`config.mk`:
```
export PLATFORM = sky130hd
export DESIGN_NAME = mux_addr_sender
export DESIGN_NICKNAME = d
export VERILOG_FILES = /design/src/rtl/mux_addr_pkg.sv /design/src/rtl/mux_addr_lane_map.sv /design/src/rtl/mux_addr_latency.sv /design/src/rtl/mux_addr_seq.sv /design/src/rtl/mux_addr_sender.sv
export SDC_FILE = /design/constraint.sdc
export NUM_CORES = 1
export LEC_CHECK = 0
export ABC_AREA = 0
export BUFFER_PORTS_ARGS = -buffer_cell sky130_fd_sc_hd__buf_2
export CAP_MARGIN = 0
export CORE_ASPECT_RATIO = 1.75
export CORE_MARGIN = 4
export CORE_UTILIZATION = 35
export DETAILED_ROUTE_END_ITERATION = 8
export GPL_ROUTABILITY_DRIVEN = 0
export PLACE_DENSITY = 0.66
export REMOVE_ABC_BUFFERS = 1
export SYNTH_ARGS = -nofsm -noshare
export SYNTH_HDL_FRONTEND = slang
export SYNTH_SLANG_ARGS = --single-unit
```
`constraint.sdc`:
```
create_clock -name clk -period 1.5 [get_ports clk]
set_input_delay 0 -clock clk [delete_from_list [all_inputs] [get_ports clk]]
set_output_delay 0 -clock clk [all_outputs]
set_load 0.05 [all_outputs]
```
`src/rtl/mux_addr_pkg.sv`:
```
// Shared types and lane maps for the two-phase address sender.
// Assumes a fixed 22-bit request address folded onto 11 lanes.
package mux_addr_pkg;

    localparam int ADDR_W = 22;
    localparam int LANES  = 11;

    // Lanes that may be don't-care in the second word.
    localparam int LANE_HI20 = 0;
    localparam int LANE_HI21 = 3;
    localparam int LANE_HI19 = 6;

    typedef enum logic [1:0] {
        CMD_NOP     = 2'd0,
        CMD_READ    = 2'd1,
        CMD_WRITE   = 2'd2,
        CMD_REFRESH = 2'd3
    } cmd_e;

    typedef enum logic [1:0] {
        BEATS_2   = 2'd0,
        BEATS_4   = 2'd1,
        BEATS_8   = 2'd2,
        BEATS_RSV = 2'd3
    } beats_e;

    // Address bit carried by a lane in the first word.
    function automatic int first_src(input int lane);
        case (lane)
            0:       return 0;
            1:       return 3;
            2:       return 4;
            3:       return 5;
            4:       return 8;
            5:       return 9;
            6:       return 10;
            7:       return 13;
            8:       return 14;
            9:       return 17;
            default: return 18;
        endcase
    endfunction

    // Address bit carried by a lane in the second word.
    function automatic int second_src(input int lane);
        case (lane)
            0:       return 20;
            1:       return 1;
            2:       return 2;
            3:       return 21;
            4:       return 6;
            5:       return 7;
            6:       return 19;
            7:       return 11;
            8:       return 12;
            9:       return 16;
            default: return 15;
        endcase
    endfunction

endpackage

```
`src/rtl/mux_addr_lane_map.sv`:
```
// Folds the wide address into the two lane words.
// Purely combinational; the second word has its unused lanes cleared.
module mux_addr_lane_map
    import mux_addr_pkg::*;
(
    input  logic [ADDR_W-1:0] addr,
    input  logic              wide,
    input  logic [1:0]        burst,
    output logic [LANES-1:0]  first_word,
    output logic [LANES-1:0]  second_word
);

    logic [LANES-1:0] dc_mask;
    logic             is_b8;
    logic             is_b2;

    // Decode the burst setting (reserved code behaves as 8 beats).
    always_comb begin
        is_b8 = (beats_e'(burst) == BEATS_8) || (beats_e'(burst) == BEATS_RSV);
        is_b2 = (beats_e'(burst) == BEATS_2);
    end

    // Mark second-word lanes unused for this width and burst.
    always_comb begin
        dc_mask            = '0;
        dc_mask[LANE_HI21] = !(is_b2 && !wide);
        dc_mask[LANE_HI20] = is_b8 || (wide && !is_b2);
        dc_mask[LANE_HI19] = wide && is_b8;
    end

    for (genvar k = 0; k < LANES; k++) begin : g_lane
        localparam int SRC_A = first_src(k);
        localparam int SRC_B = second_src(k);
        assign first_word[k]  = addr[SRC_A];
        assign second_word[k] = addr[SRC_B] & ~dc_mask[k];
    end

endmodule

```
`src/rtl/mux_addr_latency.sv`:
```
// Reports read and write latency for the selected timing configuration,
// each one clock above the unfolded value. Unknown codes report zero.
module mux_addr_latency #(
    parameter int LAT_W     = 4,
    parameter int MUX_EXTRA = 1
) (
    input  logic [2:0]       cfg_sel,
    output logic [LAT_W-1:0] rd_lat,
    output logic [LAT_W-1:0] wr_lat
);

    logic [LAT_W-1:0] base_rd;
    logic             known;

    // Unfolded read latency per configuration code.
    always_comb begin
        known = 1'b1;
        case (cfg_sel)
            3'd0:    base_rd = LAT_W'(4);
            3'd1:    base_rd = LAT_W'(6);
            3'd2:    base_rd = LAT_W'(8);
            3'd3:    base_rd = LAT_W'(3);
            3'd4:    base_rd = LAT_W'(5);
            default: begin
                base_rd = '0;
                known   = 1'b0;
            end
        endcase
    end

    // Add the folding penalty; write trails read by one clock.
    always_comb begin
        rd_lat = known ? base_rd + LAT_W'(MUX_EXTRA) : '0;
        wr_lat = known ? base_rd + LAT_W'(MUX_EXTRA + 1) : '0;
    end

endmodule

```
`src/rtl/mux_addr_seq.sv`:
```
// Sequencer: accepts a request, drives the first word with command and
// bank, then the held second word for READ/WRITE. Refresh and NOP take one
// cycle. Outputs are registered; reset is synchronous, active low.
module mux_addr_seq
    import mux_addr_pkg::*;
#(
    parameter int BANK_W = 3
) (
    input  logic              clk,
    input  logic              rst_n,
    input  logic              req_valid,
    output logic              req_ready,
    input  logic [1:0]        req_cmd,
    input  logic [BANK_W-1:0] req_bank,
    input  logic [LANES-1:0]  first_word,
    input  logic [LANES-1:0]  second_word,
    output logic [1:0]        bus_cmd,
    output logic [BANK_W-1:0] bus_bank,
    output logic [LANES-1:0]  bus_addr
);

    typedef enum logic {ST_FREE, ST_OWED} seq_e;

    seq_e             state;
    logic [LANES-1:0] owed_word;
    logic             take;
    logic             two_phase;

    // Handshake and command class.
    always_comb begin
        req_ready = (state == ST_FREE);
        take      = req_valid && req_ready;
        two_phase = (cmd_e'(req_cmd) == CMD_READ) || (cmd_e'(req_cmd) == CMD_WRITE);
    end

    // Drive the bus one word per clock and track an owed second word.
    always_ff @(posedge clk) begin
        if (!rst_n) begin
            state     <= ST_FREE;
            owed_word <= '0;
            bus_cmd   <= CMD_NOP;
            bus_bank  <= '0;
            bus_addr  <= '0;
        end else if (state == ST_OWED) begin
            bus_cmd   <= CMD_NOP;
            bus_bank  <= '0;
            bus_addr  <= owed_word;
            state     <= ST_FREE;
        end else if (take && two_phase) begin
            bus_cmd   <= req_cmd;
            bus_bank  <= req_bank;
            bus_addr  <= first_word;
            owed_word <= second_word;
            state     <= ST_OWED;
        end else if (take && (cmd_e'(req_cmd) == CMD_REFRESH)) begin
            bus_cmd   <= req_cmd;
            bus_bank  <= req_bank;
            bus_addr  <= '0;
        end else begin
            bus_cmd   <= CMD_NOP;
            bus_bank  <= '0;
            bus_addr  <= '0;
        end
    end

endmodule

```
`src/rtl/mux_addr_sender.sv`:
```
// Top: folds a wide memory request onto 11 address lanes in two clocks,
// sends refresh in one, and reports folded-mode latencies.
module mux_addr_sender
    import mux_addr_pkg::*;
#(
    parameter int BANK_W = 3,
    parameter int LAT_W  = 4
) (
    input  logic              clk,
    input  logic              rst_n,
    input  logic              req_valid,
    output logic              req_ready,
    input  logic [1:0]        req_cmd,
    input  logic [BANK_W-1:0] req_bank,
    input  logic [21:0]       req_addr,
    input  logic              req_wide,
    input  logic [1:0]        req_burst,
    input  logic [2:0]        cfg_sel,
    output logic [1:0]        bus_cmd,
    output logic [BANK_W-1:0] bus_bank,
    output logic [10:0]       bus_addr,
    output logic [LAT_W-1:0]  rd_lat,
    output logic [LAT_W-1:0]  wr_lat
);

    logic [LANES-1:0] first_word;
    logic [LANES-1:0] second_word;

    mux_addr_lane_map u_map (
        .addr        (req_addr),
        .wide        (req_wide),
        .burst       (req_burst),
        .first_word  (first_word),
        .second_word (second_word)
    );

    mux_addr_seq #(.BANK_W(BANK_W)) u_seq (
        .clk         (clk),
        .rst_n       (rst_n),
        .req_valid   (req_valid),
        .req_ready   (req_ready),
        .req_cmd     (req_cmd),
        .req_bank    (req_bank),
        .first_word  (first_word),
        .second_word (second_word),
        .bus_cmd     (bus_cmd),
        .bus_bank    (bus_bank),
        .bus_addr    (bus_addr)
    );

    mux_addr_latency #(.LAT_W(LAT_W), .MUX_EXTRA(1)) u_lat (
        .cfg_sel (cfg_sel),
        .rd_lat  (rd_lat),
        .wr_lat  (wr_lat)
    );

endmodule

```
[Word-level counts from Yosys, hierarchy flattened]
Cells that the tools add are included.
Word-level totals
  register bits: 28
  bits of input ports: 36
  output and inout port bits: 25
  word-level logic and storage cells: 50
Operators by class
  $add $sub $neg: 2
  equality and inequality tests: 9
  mux-type cells: 11
  bitwise operators: 7
  reduce and logical (&&, ||, !) cells: 16
Operators by type and width (count)
  $mux 11: 2
  $pmux 4 s5: 1
  $eq 2x2->1 const B: 4
  $mux 4: 2
  $eq 3x2->1 const B: 2
  $logic_and 1x1->1: 6
  $mux 3: 2
  $reduce_or 5->1: 1
  $add 4x1->4 const B: 1
  $add 4x2->4 const B: 1
  $mux 2: 2
  $not 1->1: 4
  $and 1x1->1: 3
  $eq 3x1->1 const B: 1
  $eq 3x3->1 const B: 1
  $logic_not 3->1: 1
  $logic_or 1x1->1: 3
  $eq 2x1->1 const B: 1
  $logic_not 1->1: 2
  $logic_not 2->1: 1
  $mux 1: 2
  $reduce_and 2->1: 1
  $reduce_or 2->1: 1

[Longest topological paths before layout]
Gate-level depths: netlist (run 1).
  depth in word-level cells: 6
  gate-level depth with buffers: 7
  depth with buffers taken out: 6

[Modules after synthesis]
From an unflattened synthesis (run 1), not the netlist that was laid out.
Second synthesis, totals
  cells, all modules: 162
  area total of the unflattened synthesis: 1441.4 sq um
By module, submodules not included
  mux_addr_seq: times used 1, cells each 115, area each 1101.1 sq um, sequential area each 560.5 sq um
  mux_addr_lane_map: times used 1, cells each 23, area each 176.4 sq um, sequential area each 0.0 sq um
  mux_addr_latency: times used 1, cells each 24, area each 163.9 sq um, sequential area each 0.0 sq um

[Least setup slack after synthesis (run 1)]
OpenSTA, ideal clock, no wires.
  kind: input to output
  start point: in cfg_sel[2]
  end point: out rd_lat[3]
  arrival time: 1.693 ns
  data required time: 1.500 ns
  slack: -0.193 ns
  stages: 5
  path buffers: 1
  path through: clkbuf_1 -> a21oi_1 -> ha_1 -> o21ai_1 -> o21ai_0
On the way
  word-level cells in the longest chain between the ends: 4
  elaborated cells between the ends (all ways): 10
  classes of those cells: add/sub: 1; eq/ne: 4; mux: 3; reduce/logical: 2
Ends and longest elaborated chain
  from (decl): line mux_addr_sender.sv:18  | input logic [2:0] cfg_sel,
  $eq 3x3->1 (tied with other cells): line mux_addr_latency.sv:18  | case (cfg_sel)
  $pmux 4 s5 or $reduce_or 5->1 (tied branches)
  $add 4x1->4 or $mux 1 (tied branches): line mux_addr_latency.sv:33, mux_addr_latency.sv:18
  $mux 4 (*): line mux_addr_latency.sv:33  | rd_lat = known ? base_rd + LAT_W'(MUX_EXTRA) : '0;
  to (decl): line mux_addr_sender.sv:22  | output logic [LAT_W-1:0] rd_lat,
Every way passes the cells marked *; elsewhere a longest branch is shown, timed or not.

[Worst setup path in the final report (run 1)]
  start point: reg u_seq.state
  end point: reg u_seq.owed_word[0]
On the way
  word-level cells in the longest chain between the ends: 4
Ends and longest elaborated chain
  from (decl): line mux_addr_seq.sv:24  | seq_e state;
  from (signal assigned): line mux_addr_seq.sv:39  | state <= ST_FREE;
  from (signal assigned): line mux_addr_seq.sv:48  | state <= ST_FREE;
  from (signal assigned): line mux_addr_seq.sv:54  | state <= ST_OWED;
  $not 1->1 (no line) (*)
  $logic_and 1x1->1: line mux_addr_seq.sv:32  | take = req_valid && req_ready;
  $logic_and 1x1->1: line mux_addr_seq.sv:49  | end else if (take && two_phase) begin
  $reduce_and 2->1 (no line) (*)
  to (signal assigned): line mux_addr_seq.sv:53  | owed_word <= second_word;
  to (decl): line mux_addr_seq.sv:25  | logic [LANES-1:0] owed_word;
Marked as above.
A chain may end at the register's enable or synchronous reset.

==> flow_summary_export.csv, run 1 <==
group,metric,value,unit
sta,fin_skew,0.00274,ns
worst_setup_path,r2r_start,"u_seq.state$_SDFF_PP0_",
global_routing,antenna_found_initial,0,
sta,fin_setup_tns,0,ns
route,drtAntennaViolNets,0,
global_routing,grt_use_met2,31.5,%
global_routing,grtUsageTotal,15.5,%
clock_network,clock_latency,0.26,ns
clock_network,cts.htree.levels,1,
sta,worst_slew_pin_slew,0.522,ns
yosys,yosys_warnings,0,
power_and_ir_drop,p_comb_share,23.7,%
cells_and_area,final_cell_mix,"60 x buf_2, 28 x dfxtp_1, 26 x dlygate4sd3_1, 17 x nand2_1, 13 x o21ai_1",
route,routedWlPerCell,13.0,µm
route,drcViolationCount,0,
power_and_ir_drop,p_per_area,904,nW/µm²
floorplan,fp.dieW,50.2,µm
floorplan,num_rows,26,
route,drt_pass1_iterations,4,
global_routing,grt_pass1_wl,4950,µm
cells_and_area,fin_nets,239,
worst_setup_path,r2r_slack,0.26,ns
yosys,synth_cell_types,24,
worst_hold_path,min_to,"u_seq.owed_word[3]$_SDFFE_PN0P_",
cells_and_area,fill_cells,256,
power_and_ir_drop,power.switching,0.441,mW
route,viasPerCell,4.72,
flow_run,maxCapViolations,0,
worst_setup_path,crit_path_end_kind,"register",
global_routing,grt_start_max_net_pins,23,
yosys,synth_cells,118,
placed_design,port_buffers,60,
cells_and_area,drive_gt1_share,33.2,%
clock_network,cts_buffers,3,
clock_network,cts.sinks,28,
worst_setup_path,critPathRequiredTime,1.70,ns
global_routing,overflow,0,
power_and_ir_drop,p_sw_share,28.7,%
global_routing,grt_pass1_vias,1113,
yosys,ys_seq_area_share,51.4,%
sta,slew_violations,0,
power_and_ir_drop,p_leak,0.798,nW
floorplan,die_h,81.9,µm
sta,hold_viol_final,0,
route,vias,1137,
worst_setup_path,critPathMaxFanout,14,
sta,maxSlewHeadroom,65.2,%
sta,fmax,805,MHz
sta,finalCritPeriodShare,82.8,%
power_and_ir_drop,ir_drop,0.394,mV
clock_network,clk_pin_slew_worst_paths,0.08,ns
floorplan,die-area,4110,µm²
sta,finalWorstSetupSlack,0.258,ns
status,status,"completed",
floorplan,io_pins,61,
cells_and_area,area_growth,56.1,%
route,drt_wl_total,3130,µm
power_and_ir_drop,seqPwrFrac,51.3,%
floorplan,floorplan.initialDensity,36.9,%
worst_setup_path,reg2reg_to,"u_seq.owed_word[0]$_SDFFE_PN0P_",
placed_design,dp_hpwl,2030,µm
power_and_ir_drop,pwr-share-clk,25.1,%
yosys,synth-seq-cells,28,
clock_network,clock_path_buffers,2,
cells_and_area,fin_util,57.5,%
global_routing,use_met3,2.72,%
cells_and_area,register_area,561,µm²
power_and_ir_drop,power.internal,1.10,mW
worst_setup_path,reg2reg_depth,3,
cells_and_area,final_common_cell,"buf_2",
worst_hold_path,hold_depth,4,
global_routing,grt-busiest-layer,"met2",
placed_design,post-place-ws,0.238,ns
worst_setup_path,crit_arrival,1.45,ns
worst_setup_path,crit_type,"reg2reg",
sta,rsz0062_at_grt,"false",
worst_setup_path,startpoint_type,"register",
cells_and_area,insertedDiodeCount,0,
global_routing,met1_usage,14.6,%
cells_and_area,multi_input_area,465,µm²
route,detail_route.iter0.violations,20,
worst_hold_path,min_path_type,"in2reg",
clock_network,cts_setup_buffers,0,
clock_network,ctsResizeCount,0,
sta,finalSetupViolCount,0,
floorplan,core,2960,µm²
clock_network,root_buffer,"clkbuf_8",
worst_hold_path,min-delay-start,"req_burst[0]",
yosys,syn_area,1090,µm²
yosys,avgSynthCellArea,9.25,µm²
clock_network,cts_tree,"yes",
sta,post-route-min-period,1.24,ns
==> cell usage after synthesis <==
cell type	n	area, µm²
nor3b_1	1	7.51
and2_1	7	43.8
and3b_1	1	8.76
buf_6	2	22.5
nor2_1	3	11.3
nor4b_1	1	8.76
o21ai_0	3	15.0
inv_2	1	3.75
and4b_1	1	10.0
nand3_1	9	45.0
nand2_1	17	63.8
a21oi_1	4	20.0
nand4_1	1	6.26
ha_1	2	25.0
clkbuf_1	4	15.0
inv_1	1	3.75
a22o_1	11	96.3
o21ai_1	13	65.1
xnor2_1	1	8.76
mux2i_1	1	10.0
dfxtp_1	28	561
nand4b_1	1	8.76
o2111a_1	1	11.3
buf_2	4	20.0
==> sequential cells by signal, indices dropped and copies added, names as in the netlist <==
| signal | cells |
|---|---|
| u_seq.bus_addr | 11 |
| u_seq.bus_bank | 3 |
| u_seq.bus_cmd | 2 |
| u_seq.owed_word | 11 |
| u_seq.state | 1 |
==> metrics by stage <==
step / cell area, µm² / power, mW / std cells / hold WS (ns)
after floorplan: 1030 / 0.996 / 108 / 0.122
after global routing: 1700 / 1.61 / 241 / 0.0195
final: 1700 / 1.54 / 241 / 0.0121
after CTS: 1700 / 1.55 / 241 / 0.00902
after global placement: 1400 / 1.11 / 212 / 0.207
after detailed placement: 1400 / 1.11 / 212 / 0.203
==> how the worst max path moves through the flow <==
| stage | startpoint | endpoint | slack (ns) | cells past startpoint |
|---|---|---|---|---|
| after detailed placement | req_cmd[0] | u_seq.owed_word[0]$_SDFFE_PN0P_ | 0.24 | 5 |
| after CTS | u_seq.state$_SDFF_PP0_ | u_seq.owed_word[0]$_SDFFE_PN0P_ | 0.28 | 3 |
| after global routing | u_seq.state$_SDFF_PP0_ | u_seq.owed_word[0]$_SDFFE_PN0P_ | 0.11 | 3 |
| after global placement | req_cmd[0] | u_seq.owed_word[0]$_SDFFE_PN0P_ | 0.32 | 5 |
| final | u_seq.state$_SDFF_PP0_ | u_seq.owed_word[0]$_SDFFE_PN0P_ | 0.26 | 3 |
| after floorplan | cfg_sel[0] | rd_lat[3] | -0.006 | 4 |
==> cell type report <==
type	instances	share of cell area, %
Clock buffer	3	2.42
Inverter	2	0.441
Sequential cell	28	32.9
Timing Repair Buffer	88	33.8
Tap cell	42	3.09
Multi-Input combinational cell	78	27.3
==> worst max-delay path: stages (launching register included) <==
cell and delay [ns]:
dfxtp_1 0.34, and4b_1 0.59, nand4b_1 0.16, o21ai_1 0.09
==> logic make-up (layout without fill, tap and decap cells) <==
logic type / count (synthesis) / after routing / share of synthesized area (%)
AOI/OAI and AO/OA: 32 / 32 / 19.0
xor gates and xnor gates: 1 / 1 / 0.803
adders and majority gates: 2 / 2 / 2.29
DFF: 28 / 28 / 51.4
and+or+nand+nor: 42 / 42 / 19.6
buffers and inverters: 12 / 93 / 5.96
muxes: 1 / 1 / 0.917
==> metal layers <==
| layer | up-vias | routed length [µm] |
|---|---|---|
| met5 | - | 0 |
| met4 | 0 | 51 |
| met3 | 5 | 228 |
| met2 | 45 | 1700 |
| met1 | 513 | 1150 |
| li1 | 574 | - |
==> power groups by stage <==
stage,combinational (mW),clock [mW],sequential [mW]
after global placement,0.303,0,0.805
final,0.364,0.386,0.789
after floorplan,0.134,0,0.862
after CTS,0.363,0.397,0.788
after detailed placement,0.309,0,0.806
after global routing,0.392,0.423,0.793
==> what timing repair did <==
action,4_1_cts,5_1_grt
setup endpoints to repair,0,0
hold buffers,26,0
endpoints found under the hold margin,26,0
Note: power is estimated with default switching activity, not from simulation.
==> run 2: changes to the inputs <==
==> constraint.sdc (replaced) <==
create_clock -name clk -period 1.15 [get_ports clk]
set_input_delay 0 -clock clk [delete_from_list [all_inputs] [get_ports clk]]
set_output_delay 0 -clock clk [all_outputs]
set_load 0.05 [all_outputs]
==> flow_summary_export.csv, run 2 (synthesis results as in run 1) <==
group,metric,value,unit
placed_design,dp_hpwl,2060,µm
sta,fin_skew,0.00178,ns
clock_network,clock_latency,0.27,ns
power_and_ir_drop,pwr-share-clk,33.4,%
route,viasPerCell,4.62,
route,routedWlPerCell,12.4,µm
worst_setup_path,crit_arrival,1.26,ns
worst_setup_path,critPathRequiredTime,1.32,ns
route,drt_wl_total,3030,µm
floorplan,floorplan.initialDensity,36.9,%
route,drt_pass1_iterations,4,
floorplan,fp.dieW,50.2,µm
power_and_ir_drop,p_sw_share,26.5,%
floorplan,die-area,4110,µm²
cells_and_area,top_regs,"u_seq.bus_addr: 11 flops, u_seq.owed_word: 11 flops, u_seq.bus_bank: 3 flops",
cells_and_area,final_common_cell,"buf_2",
worst_setup_path,path_cells,"and4b_2, a22o_1",
floorplan,num_rows,26,
cells_and_area,stdcell_count,245,
global_routing,grt_pass1_vias,1137,
clock_network,clk_pin_slew_worst_paths,0.09,ns
route,vias,1131,
clock_network,cts_tree,"yes",
sta,maxSlewHeadroom,73.9,%
sta,worst_slew_pin_slew,0.392,ns
power_and_ir_drop,p_comb_share,21.6,%
cells_and_area,drive_gt1_share,35.0,%
route,detail_route.iter0.violations,3,
worst_setup_path,crit_path_end_kind,"register",
worst_setup_path,r2r_slack,0.06,ns
worst_setup_path,path_buf_inv,0,
worst_hold_path,hold_depth,4,
power_and_ir_drop,power.internal,1.68,mW
power_and_ir_drop,seqPwrFrac,45.0,%
worst_setup_path,reg2reg_depth,2,
placed_design,dp_cells,215,
cells_and_area,area_growth,62.4,%
worst_hold_path,min-delay-start,"req_burst[0]",
clock_network,root_buffer,"clkbuf_8",
floorplan,die_h,81.9,µm
clock_network,clock_path_buffers,2,
sta,hold_viol_final,0,
power_and_ir_drop,p_per_area,1290,nW/µm²
worst_setup_path,critPathMaxFanout,14,
worst_setup_path,crit_type,"reg2reg",
cells_and_area,final_cell_mix,"59 x buf_2, 28 x dfxtp_1, 26 x dlygate4sd3_1, 17 x nand2_1, 13 x o21ai_1",
sta,fmax,915,MHz
worst_hold_path,min_to,"u_seq.owed_word[3]$_SDFFE_PN0P_",
status,status,"completed",
global_routing,grt_start_max_net_pins,21,
placed_design,post-place-ws,-0.0760,ns
power_and_ir_drop,p_leak,0.829,nW
worst_setup_path,startpoint_type,"register",
worst_setup_path,reg2reg_to,"u_seq.bus_addr[3]$_SDFF_PN0_",
global_routing,overflow,0,
cells_and_area,insertedDiodeCount,0,
cells_and_area,fin_nets,242,
sta,slew_violations,0,
cells_and_area,multi_input_area,467,µm²
sta,finalWorstSetupSlack,0.0574,ns
worst_hold_path,min_path_type,"in2reg",
cells_and_area,register_area,561,µm²
global_routing,grt_pass1_wl,4910,µm
power_and_ir_drop,ir_drop,0.674,mV
clock_network,cts.htree.levels,1,
global_routing,grtUsageTotal,15.5,%
worst_setup_path,r2r_start,"u_seq.state$_SDFF_PP0_",
floorplan,io_pins,61,
global_routing,antenna_found_initial,0,
clock_network,cts_setup_buffers,0,
route,drcViolationCount,0,
clock_network,cts_buffers,3,
sta,finalCritPeriodShare,95.0,%
worst_setup_path,slowest_stage,"dfxtp_1",
floorplan,core,2960,µm²
route,drtAntennaViolNets,0,
worst_setup_path,critPathTopFamily,"flip-flops",
flow_run,maxCapViolations,0,
cells_and_area,fill_cells,251,
sta,post-route-min-period,1.09,ns
worst_setup_path,max_stage_delay,0.37,ns
sta,finalSetupViolCount,0,
power_and_ir_drop,power.switching,0.606,mW
placed_design,port_buffers,60,
clock_network,cts.sinks,28,
-- run 2: cell types whose count changed in the layout (fill, tap and decap cells not counted) --
cell       before  now
bufinv_16       0    1
buf_4           2    4
and4b_2         0    1
clkbuf_4        0    1
buf_12          0    1
and4b_1         1    0
buf_2          60   59
-- run 2: routing by layer --
layer,part of all wire [%],GRT usage (%),vias to the layer above
met5,0,0,-
met4,1.7,8.31,0
met3,6.6,3.09,4
met2,55,30.2,46
met1,37,14.8,499
li1,-,-,582
-- run 2: power groups by stage --
stage / sequential [mW] / combinational [mW] / clock, mW
finish: 1.03 / 0.493 / 0.763
global route: 1.03 / 0.532 / 0.807
CTS: 1.03 / 0.489 / 0.770
detailed placement: 1.05 / 0.418 / 0
global placement: 1.05 / 0.410 / 0
floorplan: 1.12 / 0.175 / 0
-- run 2: cell type report --
type | instances | share of cell area [%]
clock buffer | 3 | 2.33
clock inverter | 1 | 1.69
inverter | 2 | 0.424
multi-input combinational | 78 | 26.3
sequential | 28 | 31.6
tap | 42 | 2.97
timing repair buffer | 91 | 34.6
-- run 2: timing repair --
item,CTS,global route
endpoints found under the setup margin,11,1
hold buffers,26,0
gates resized for setup,1,1
hold endpoints to repair,26,0
-- run 2: metrics by stage --
step | setup TNS (ns) | hold slack [ns] | util (%) | power, mW | instance area, µm²
after floorplan | -0.432 | 0.122 | - | 1.30 | 1030
after global placement | -0.0597 | 0.206 | 48.5 | 1.46 | 1440
after detailed placement | -0.554 | 0.204 | 48.5 | 1.47 | 1440
after CTS | 0 | 0.00494 | 59.8 | 2.29 | 1770
after global routing | -0.00697 | 0.0185 | 59.8 | 2.37 | 1770
final | 0 | 0.00504 | 59.8 | 2.28 | 1770
-- run 2: worst register-to-register path: stages, from the launching register on --
cell,delay (ns)
dfxtp_1,0.37
and4b_2,0.34
a22o_1,0.28
-- run 2: how the worst max path moves through the flow --
stage / slack, ns / to / from / cells past startpoint
global placement: -0.02 / u_seq.owed_word[0]$_SDFFE_PN0P_ / req_cmd[0] / 5
global route: -0.007 / wr_lat[3] / cfg_sel[0] / 7
detailed placement: -0.08 / u_seq.owed_word[0]$_SDFFE_PN0P_ / req_cmd[0] / 5
floorplan: -0.36 / rd_lat[3] / cfg_sel[0] / 4
CTS: 0.07 / wr_lat[3] / cfg_sel[0] / 8
finish: 0.06 / u_seq.bus_addr[3]$_SDFF_PN0_ / u_seq.state$_SDFF_PP0_ / 2
